`config.mk`:
```
export PLATFORM = sky130hd
export DESIGN_NAME = idu_stage
export DESIGN_NICKNAME = d
export VERILOG_FILES = /design/src/rtl/idu_pkg.sv /design/src/rtl/idu_regfile.sv /design/src/rtl/idu_ctrl.sv /design/src/rtl/idu_branch.sv /design/src/rtl/idu_stage.sv
export SDC_FILE = /design/constraint.sdc
export NUM_CORES = 2
export LEC_CHECK = 0
export BUFFER_PORTS_ARGS = -buffer_cell sky130_fd_sc_hd__buf_2
export CORE_ASPECT_RATIO = 0.75
export CORE_MARGIN = 2
export CORE_UTILIZATION = 34
export CTS_CLUSTER_DIAMETER = 100
export DETAILED_ROUTE_END_ITERATION = 10
export PLACE_DENSITY = 0.54
export SYNTH_ARGS = -nofsm -noshare
export SYNTH_HDL_FRONTEND = slang
export SYNTH_SLANG_ARGS = --single-unit
```
`constraint.sdc`:
```
create_clock -name clk -period 4.61 [get_ports clk]
set_input_delay 0.2305 -clock clk [delete_from_list [all_inputs] [get_ports clk]]
set_output_delay 0.2305 -clock clk [all_outputs]
set_load 0.01 [all_outputs]
```
`src/rtl/idu_pkg.sv`:
```
// Shared encodings and the decoded-control record for the decode stage.
// Assumes the fixed 32-bit instruction format with 5-bit register fields.
package idu_pkg;
    localparam int XLEN = 32;
    localparam int RAW  = 5;

    localparam logic [5:0] OP_RTYPE = 6'h00;
    localparam logic [5:0] OP_LOAD  = 6'h23;
    localparam logic [5:0] OP_STORE = 6'h2B;
    localparam logic [5:0] OP_BNE   = 6'h05;
    localparam logic [5:0] OP_HALT  = 6'h3F;
    localparam logic [5:0] FN_ADDU  = 6'h21;
    localparam logic [5:0] FN_SUBU  = 6'h23;

    typedef struct packed {
        logic valid;     // recognised and not a bubble
        logic alu_add;
        logic is_itype;
        logic reg_we;
        logic mem_rd;
        logic mem_wr;
        logic is_bne;
        logic is_halt;
    } ctrl_t;
endpackage

```
`src/rtl/idu_regfile.sv`:
```
// Register file: NREG words of XLEN bits, two read ports, one write port.
// Register 0 is hardwired to zero. A same-cycle write to a read address is
// passed straight through to the read data.
module idu_regfile #(
    parameter int XLEN = 32,
    parameter int NREG = 32,
    localparam int AW  = $clog2(NREG)
) (
    input  logic            clk,
    input  logic            rst_n,
    input  logic            we,
    input  logic [AW-1:0]   waddr,
    input  logic [XLEN-1:0] wdata,
    input  logic [AW-1:0]   ra1,
    input  logic [AW-1:0]   ra2,
    output logic [XLEN-1:0] rd1,
    output logic [XLEN-1:0] rd2
);
    logic [XLEN-1:0] file_q [NREG];

    assign file_q[0] = '0;

    genvar g;
    generate
        for (g = 1; g < NREG; g++) begin : g_reg
            logic [XLEN-1:0] q;
            // Holds register g; loads on a matching write.
            always_ff @(posedge clk) begin
                if (!rst_n)
                    q <= '0;
                else if (we && waddr == AW'(g))
                    q <= wdata;
            end
            assign file_q[g] = q;
        end
    endgenerate

    // Read port 1 with write-through from the writeback port.
    always_comb begin
        if (we && waddr != '0 && waddr == ra1)
            rd1 = wdata;
        else
            rd1 = file_q[ra1];
    end

    // Read port 2 with write-through from the writeback port.
    always_comb begin
        if (we && waddr != '0 && waddr == ra2)
            rd2 = wdata;
        else
            rd2 = file_q[ra2];
    end
endmodule

```
`src/rtl/idu_ctrl.sv`:
```
// Control decoder: maps opcode/function to the control record and picks the
// destination register. Unknown codes and bubbles give an all-zero record.
module idu_ctrl
    import idu_pkg::*;
(
    input  logic [31:0]    instr,
    input  logic           bubble,
    output ctrl_t          ctrl,
    output logic [RAW-1:0] dest
);
    logic [5:0] opc;
    logic [5:0] fn;
    logic       unused_shamt;

    assign opc          = instr[31:26];
    assign fn           = instr[5:0];
    assign unused_shamt = ^instr[10:6];

    // Decodes the operation class into control flags.
    always_comb begin
        ctrl = '0;
        unique case (opc)
            OP_RTYPE: begin
                if (fn == FN_ADDU || fn == FN_SUBU) begin
                    ctrl.valid   = 1'b1;
                    ctrl.reg_we  = 1'b1;
                    ctrl.alu_add = (fn == FN_ADDU);
                end
            end
            OP_LOAD: begin
                ctrl.valid    = 1'b1;
                ctrl.alu_add  = 1'b1;
                ctrl.is_itype = 1'b1;
                ctrl.reg_we   = 1'b1;
                ctrl.mem_rd   = 1'b1;
            end
            OP_STORE: begin
                ctrl.valid    = 1'b1;
                ctrl.alu_add  = 1'b1;
                ctrl.is_itype = 1'b1;
                ctrl.mem_wr   = 1'b1;
            end
            OP_BNE: begin
                ctrl.valid    = 1'b1;
                ctrl.is_itype = 1'b1;
                ctrl.is_bne   = 1'b1;
            end
            OP_HALT: begin
                ctrl.is_halt = 1'b1;
            end
            default: ctrl = '0;
        endcase
        if (bubble)
            ctrl = '0;
    end

    // Picks the destination field: rd for register format, rt for load.
    always_comb begin
        if (opc == OP_RTYPE)
            dest = instr[15:11];
        else if (opc == OP_LOAD)
            dest = instr[20:16];
        else
            dest = '0;
    end
endmodule

```
`src/rtl/idu_branch.sv`:
```
// Branch resolver: not-equal compare of the two operands and target
// formation from PC+4 and the word-scaled immediate. Assumes the operands
// need no forwarding.
module idu_branch #(
    parameter int XLEN = 32
) (
    input  logic            is_bne,
    input  logic [XLEN-1:0] op_a,
    input  logic [XLEN-1:0] op_b,
    input  logic [XLEN-1:0] pc4,
    input  logic [XLEN-1:0] imm_sx,
    output logic            taken,
    output logic [XLEN-1:0] target
);
    // Compares the operands and forms the target address.
    always_comb begin
        taken  = is_bne && (op_a != op_b);
        target = pc4 + {imm_sx[XLEN-3:0], 2'b00};
    end
endmodule

```
`src/rtl/idu_stage.sv`:
```
// Decode stage top: register file, control decoder, branch resolver and the
// decode/execute pipeline register. Branch and halt outputs go to fetch in
// the same cycle; everything else appears one clock later.
module idu_stage
    import idu_pkg::*;
(
    input  logic            clk,
    input  logic            rst_n,
    input  logic [31:0]     in_instr,
    input  logic [31:0]     in_pc4,
    input  logic            in_bubble,
    input  logic            wb_we,
    input  logic [4:0]      wb_addr,
    input  logic [31:0]     wb_data,
    output logic            br_taken,
    output logic [31:0]     br_target,
    output logic            id_halt,
    output logic            x_bubble,
    output logic [31:0]     x_rdata1,
    output logic [31:0]     x_rdata2,
    output logic [4:0]      x_rs,
    output logic [4:0]      x_rt,
    output logic [4:0]      x_dest,
    output logic [31:0]     x_imm,
    output logic            x_alu_add,
    output logic            x_is_itype,
    output logic            x_reg_we,
    output logic            x_mem_rd,
    output logic            x_mem_wr
);
    logic [RAW-1:0]  rs_a;
    logic [RAW-1:0]  rt_a;
    logic [XLEN-1:0] rdata1;
    logic [XLEN-1:0] rdata2;
    logic [XLEN-1:0] imm_sx;
    logic [RAW-1:0]  dest;
    ctrl_t           ctrl;

    assign rs_a   = in_instr[25:21];
    assign rt_a   = in_instr[20:16];
    assign imm_sx = {{(XLEN-16){in_instr[15]}}, in_instr[15:0]};

    idu_regfile #(.XLEN(XLEN), .NREG(1 << RAW)) u_rf (
        .clk   (clk),
        .rst_n (rst_n),
        .we    (wb_we),
        .waddr (wb_addr),
        .wdata (wb_data),
        .ra1   (rs_a),
        .ra2   (rt_a),
        .rd1   (rdata1),
        .rd2   (rdata2)
    );

    idu_ctrl u_ctrl (
        .instr  (in_instr),
        .bubble (in_bubble),
        .ctrl   (ctrl),
        .dest   (dest)
    );

    idu_branch #(.XLEN(XLEN)) u_br (
        .is_bne (ctrl.is_bne),
        .op_a   (rdata1),
        .op_b   (rdata2),
        .pc4    (in_pc4),
        .imm_sx (imm_sx),
        .taken  (br_taken),
        .target (br_target)
    );

    assign id_halt = ctrl.is_halt;

    // Loads the decode/execute register; reset leaves it holding a bubble.
    always_ff @(posedge clk) begin
        if (!rst_n) begin
            x_bubble   <= 1'b1;
            x_rdata1   <= '0;
            x_rdata2   <= '0;
            x_rs       <= '0;
            x_rt       <= '0;
            x_dest     <= '0;
            x_imm      <= '0;
            x_alu_add  <= 1'b0;
            x_is_itype <= 1'b0;
            x_reg_we   <= 1'b0;
            x_mem_rd   <= 1'b0;
            x_mem_wr   <= 1'b0;
        end else begin
            x_bubble   <= !ctrl.valid;
            x_rdata1   <= rdata1;
            x_rdata2   <= rdata2;
            x_rs       <= rs_a;
            x_rt       <= rt_a;
            x_dest     <= dest;
            x_imm      <= imm_sx;
            x_alu_add  <= ctrl.alu_add;
            x_is_itype <= ctrl.is_itype;
            x_reg_we   <= ctrl.reg_we;
            x_mem_rd   <= ctrl.mem_rd;
            x_mem_wr   <= ctrl.mem_wr;
        end
    end
endmodule

```
After elaboration in Yosys (flattened, before gate mapping)
Cells that the tools add are included.
- bitwise logic cells: 3
- mux-type cells: 21
- reduce and logical (&&, ||, !) cells: 42
- $lt $le $gt $ge: 2
- add/subtract/negate cells: 1
- equal/unequal tests: 40
- operators with widths (cell ; count):
    $bmux 32 s5 ; 2
    $mux 32 ; 6
    $eq 5x5->1 const B ; 16
    $eq 5x4->1 const B ; 8
    $logic_and 1x1->1 ; 35
    $add 32x32->32 ; 1
    $ne 32x32->1 ; 1
    $eq 6x6->1 const B ; 5
    $eq 5x3->1 const B ; 4
    $ge 6x6->1 const B ; 2
    $not 5->6 ; 2
    $eq 5x2->1 const B ; 2
    $eq 5x5->1 ; 2
    $mux 5 ; 2
    $mux 8 ; 1
    $eq 6x3->1 const B ; 1
    $logic_not 6->1 ; 1
    $mux 1 ; 6
    $pmux 1 s2 ; 3
    $eq 5x1->1 const B ; 1
    $reduce_bool 5->1 ; 1
    $reduce_or 2->1 ; 2
    $reduce_or 3->1 ; 1
    $mux 2 ; 1
    3 further kinds ; 3
- word-level logic and storage cells: 152
- bits in registers: 1093
- input bits: 105
- output and inout bits: 151

Depth between registers and ports, before layout
- depth in word-level cells: 7
- mapped depth: 15
- depth with buffers taken out: 11

Modules after synthesis
From an unflattened synthesis, not the netlist that was laid out.
- cell total of the unflattened synthesis: 6581
- area total of the unflattened synthesis: 59106.7 um2
- modules (own cells, without submodules) (module ; cells an instance ; times used ; area an instance (um2) ; sequential area each (um2)):
    idu_regfile ; 6058 ; 1 ; 54091.9 ; 19859.0
    idu_stage ; 229 ; 1 ; 2889.0 ; 2021.9
    idu_branch ; 268 ; 1 ; 1935.6 ; 0.0
    idu_ctrl ; 26 ; 1 ; 190.2 ; 0.0

Least setup slack after synthesis
Ideal clock, no wire load.
- path kind: input port to output port
- start point: input in_instr[0]
- end point: output br_target[20]
- path buffers: 0
- setup slack: 1.595 ns
- required time: 4.379 ns
- arrival time: 2.784 ns
- stages: 11
- path through: ha_1 -> fa_1 -> a21o_1 -> a21oi_1 -> o21bai_1 -> o31ai_1 -> a21boi_0 -> o21ai_0 -> a21oi_1 -> o21a_1 -> o311ai_0
- cells in the longest elaborated chain, start to end: 1
- ends and longest elaborated chain (item ; line ; source):
    start, declared ; idu_stage.sv:9 ; input logic [31:0] in_instr,
    $add 32x32->32 ; idu_branch.sv:18 ; target = pc4 + {imm_sx[XLEN-3:0], 2'b00};
    end, declared ; idu_stage.sv:16 ; output logic [31:0] br_target,
Every way passes these cells.

Worst setup path in the final report
- start point: input in_instr[22]
- end point: output br_taken
- cells in the longest elaborated chain, start to end: 7
- elaborated cells between the ends (all ways): 9
- classes of those cells: eq/ne: 2; mux: 4; bitwise: 1; reduce/logical: 2
- ends and longest elaborated chain (item ; line ; source):
    $not 5->6 (implied by the code) ; idu_regfile.sv:43 ; rd1 = file_q[ra1];
    $bmux 32 s5 ; idu_regfile.sv:43 ;
    $mux 32 (implied by the code) (2 in a row) ; idu_regfile.sv:43 ;
    $mux 32 (*) ; idu_regfile.sv:40 ; if (we && waddr != '0 && waddr == ra1)
    $ne 32x32->1 (*) ; idu_branch.sv:17 ; taken = is_bne && (op_a != op_b);
    $logic_and 1x1->1 (*) ; idu_branch.sv:17 ;
    end, declared ; idu_stage.sv:15 ; output logic br_taken,
Every way passes the cells marked *; elsewhere a longest branch is shown, timed or not. The select of a mux whose other input is x is not followed.

==> impl_metrics.csv <==
group,metric,value,unit
outcome,status,"complete, no violations",
pwr,power.density,347,nW/um2
sta,post-route-min-period,4.54,ns
global_route,track_usage,29.0,%
clock_tree,cts_buffer_depth,3,
critical_path,worstPathArrival,4.31,ns
place,place_congestion,0.934,
finish,multi_input_area,31400,um2
sta,grt_setup_unrepaired,"no",
global_route,antenna_found_initial,31,
clock_tree,cts.sinks,1093,
finish,fin_nets,6553,
synthesis,synthXorXnorAreaFrac,0.987,%
place,place_ws,-0.0915,ns
min_path,hp-class,"in2reg",
sta,fmax,0.220,GHz
route,num_vias,52500,
clock_tree,cts_tree,"built",
synthesis,synth.most_common_cell,"nand2_1",
synthesis,yosysTopAreaCell,"dfxtp_1",
place,dpl.cell_count,8417,
synthesis,synth-simple-area-share,18.3,%
global_route,grt_pass1_vias,48300,
place,dpl_cell_area,59800,um2
die,die-area,168000,um2
route,drtAntennaViolNets,0,
global_route,grt_max_degree,172,
synthesis,synthesis.area,55900,um2
finish,regArea,21900,um2
synthesis,synth_compound_area_share,14.2,%
synthesis,yosys_most_used_dff,"dfxtp_1",
route,wl_per_cell,29.0,um
synthesis,synth_area_leaders,"dfxtp_1 39%, mux4_2 19%, nand2_1 14%",
die,rows,128,
die,die_w,472,um
clock_tree,h-tree-depth,3,
global_route,grt.overflow.total,0,
synthesis,async_flop_share,0,%
synthesis,synth_common_cells,"2136 x nand2_1, 1093 x dfxtp_1, 1058 x a21oi_1",
place,place_hpwl,158,mm
pwr,leakage,21.5,nW
synthesis,syn_nets,6554,
critical_path,cp-end-kind,"primary output",
sta,tightest_slew,1.19,ns
critical_path,cp_max_fo,61,
clock_tree,root_buffer,"clkbuf_16",
critical_path,required,4.38,ns
sta,setup_violations,0,
finish,final_layout_size_suffix_gt1_share,20.7,%
die,core-area,163000,um2
sta,finalClockSkew,0.0300,ns
critical_path,critical_path_class,"in2out",
sta,maxSlewViolCount,0,
die,die_h,355,um
synthesis,synth_top_area_share,39.1,%
finish,area_growth,15.0,%
synthesis,synth_top_family_by_area,"multiplexers",
synthesis,synth_area_per_cell,8.71,um2
route,drc,0,
place,place.port_buffers,251,
finish,instances_no_fill,8676,
clock_tree,cts_buffers,116,
pwr,p_total,0.0223,W
synthesis,synthAdderAreaFrac,0.685,%
synthesis,ys_seq_area_share,39.1,%
sta,period_share,98.5,%
sta,slew-limit-headroom,20.7,%
route,drtPass1Iterations,7,
clock_tree,clk_pin_slew,0.06,ns
route,wl,251,mm
sta,tns,0,ns
synthesis,synth_enable_flop_cells,0,
synthesis,muxShareOfSynthArea,21.3,%
synthesis,ys_seq_elements,1093,
critical_path,start_kind,"input port",
finish,n_fill_cell,16000,
die,num_io_pins,256,
sta,setup_ws,0.0692,ns
clock_tree,insertion_delay,0.77,ns
die,start_util,34.3,%
pwr,irDropWorstVdd,0.000302,V
global_route,grt_pass1_wl,356,mm
route,drt-initial-drc-count,8094,
route,vias_per_cell,6.05,
synthesis,ys_warn_count,0,
sta,hold_viol_final,0,
synthesis,postSynthCellCount,6419,
finish,fin_area,64300,um2
synthesis,yosysUniqueCellTypes,74,
run,drv_cap,0,
[cells in the final DEF, fill, tap and decap left out, drive strengths merged, types with 12 or more instances in the layout]
cell type and count:
inv 22, o221ai 12, clkinv 24, nor2b 44, nor3 30, mux2i 63
nand3 44, nand2b 20, and3 14, clkbuf 162, o211ai 12, nand4 12
xnor2 37, a32oi 13, o31ai 16, dfxtp 1093, buf 520, a211oi 16
xor2 26, nor2 143, ha 29, bufinv 14, a21o 14, o22ai 15
a22oi 65, nand2 2136, diode 16, o21ai 44, a221oi 47, dlygate4sd3 28
a21oi 1058, a221o 14, mux4 466, and2 63, mux2 71
[stage by stage]
stage	hold WS (ns)	util, %
CTS	0.00211	39.4
global placement	0.449	36.7
detailed placement	0.454	36.7
finish	0.0387	39.5
floorplan	0.303	-
global route	0.0484	39.5
[flip-flops by register name, indices dropped and copies added (netlist names)]
name        count
x_is_itype      1
x_reg_we        1
u_rf.g.q      992
x_rt            5
x_alu_add       1
x_rdata1       32
x_dest          5
x_imm          16
x_rs            5
x_mem_rd        1
x_rdata2       32
x_bubble        1
x_mem_wr        1
[worst paths after layout]
check / start / end / slack [ns] / cells past startpoint
setup / recovery: in_instr[22] / br_taken / 0.07 / 14
hold / removal: rst_n / x_dest[1]$_SDFF_PN0_ / 0.04 / 3
setup reg to reg: u_rf.g_reg[21].q[2]$_SDFFE_PN0P_ / x_rdata1[2]$_SDFF_PN0_ / 2.10 / 8
hold reg to reg: u_rf.g_reg[6].q[24]$_SDFFE_PN0P_ / u_rf.g_reg[6].q[24]$_SDFFE_PN0P_ / 0.47 / 2
[where the power goes]
part	switching [W]	leakage (nW)	internal, W
logic	0.00164	10.7	0.000769
clock network	0.00431	2.02	0.00597
registers	0.0000610	8.82	0.00954
total	0.00601	21.5	0.0163
[worst max-delay path, stage by stage]
cell and delay (ns):
buf_8 0.36, buf_4 0.41, mux4_2 0.39, a22oi_1 0.22, nand3_1 0.34, a32oi_1 0.30, buf_4 0.18, xor2_1 0.36
nand4_1 0.16, nor3_1 0.38, buf_4 0.20, a31oi_2 0.18, buf_4 0.20, buf_2 0.14
[kinds of logic after synthesis]
family          count (synthesis)
xor+xnor                       63
flops                        1093
fa+ha+maj                      30
simple gates                 2549
buf+inv                       684
compound gates               1400
mux                           600
[repair_timing]
action | CTS | global route
endpoints found under the setup margin | 1 | 1
pin swaps | 0 | 1
gates cloned | 0 | 0
hold buffers | 28 | 0
gates resized for setup | 2 | 16
setup buffers | 0 | 0
endpoints found under the hold margin | 80 | 0
[routing by layer]
layer  track usage, %  wire length, um  vias to the layer above
met5                0               73                        -
met4             12.4            11800                       10
met3             7.91            33800                      587
met2             42.2           106000                     3776
met1             40.2            99900                    25800
li1                 -                -                    22400
[final cells by class]
cell class | instances | area share (%)
repair buffers | 548 | 6.34
inverters | 17 | 0.115
clock inverters | 53 | 1.09
flip-flops and latches | 1093 | 34.0
well taps | 2145 | 4.17
diodes | 16 | 0.0623
multi-input cells | 4642 | 48.9
clock buffers | 162 | 5.33
Note: power is estimated with default switching activity, not from simulation.
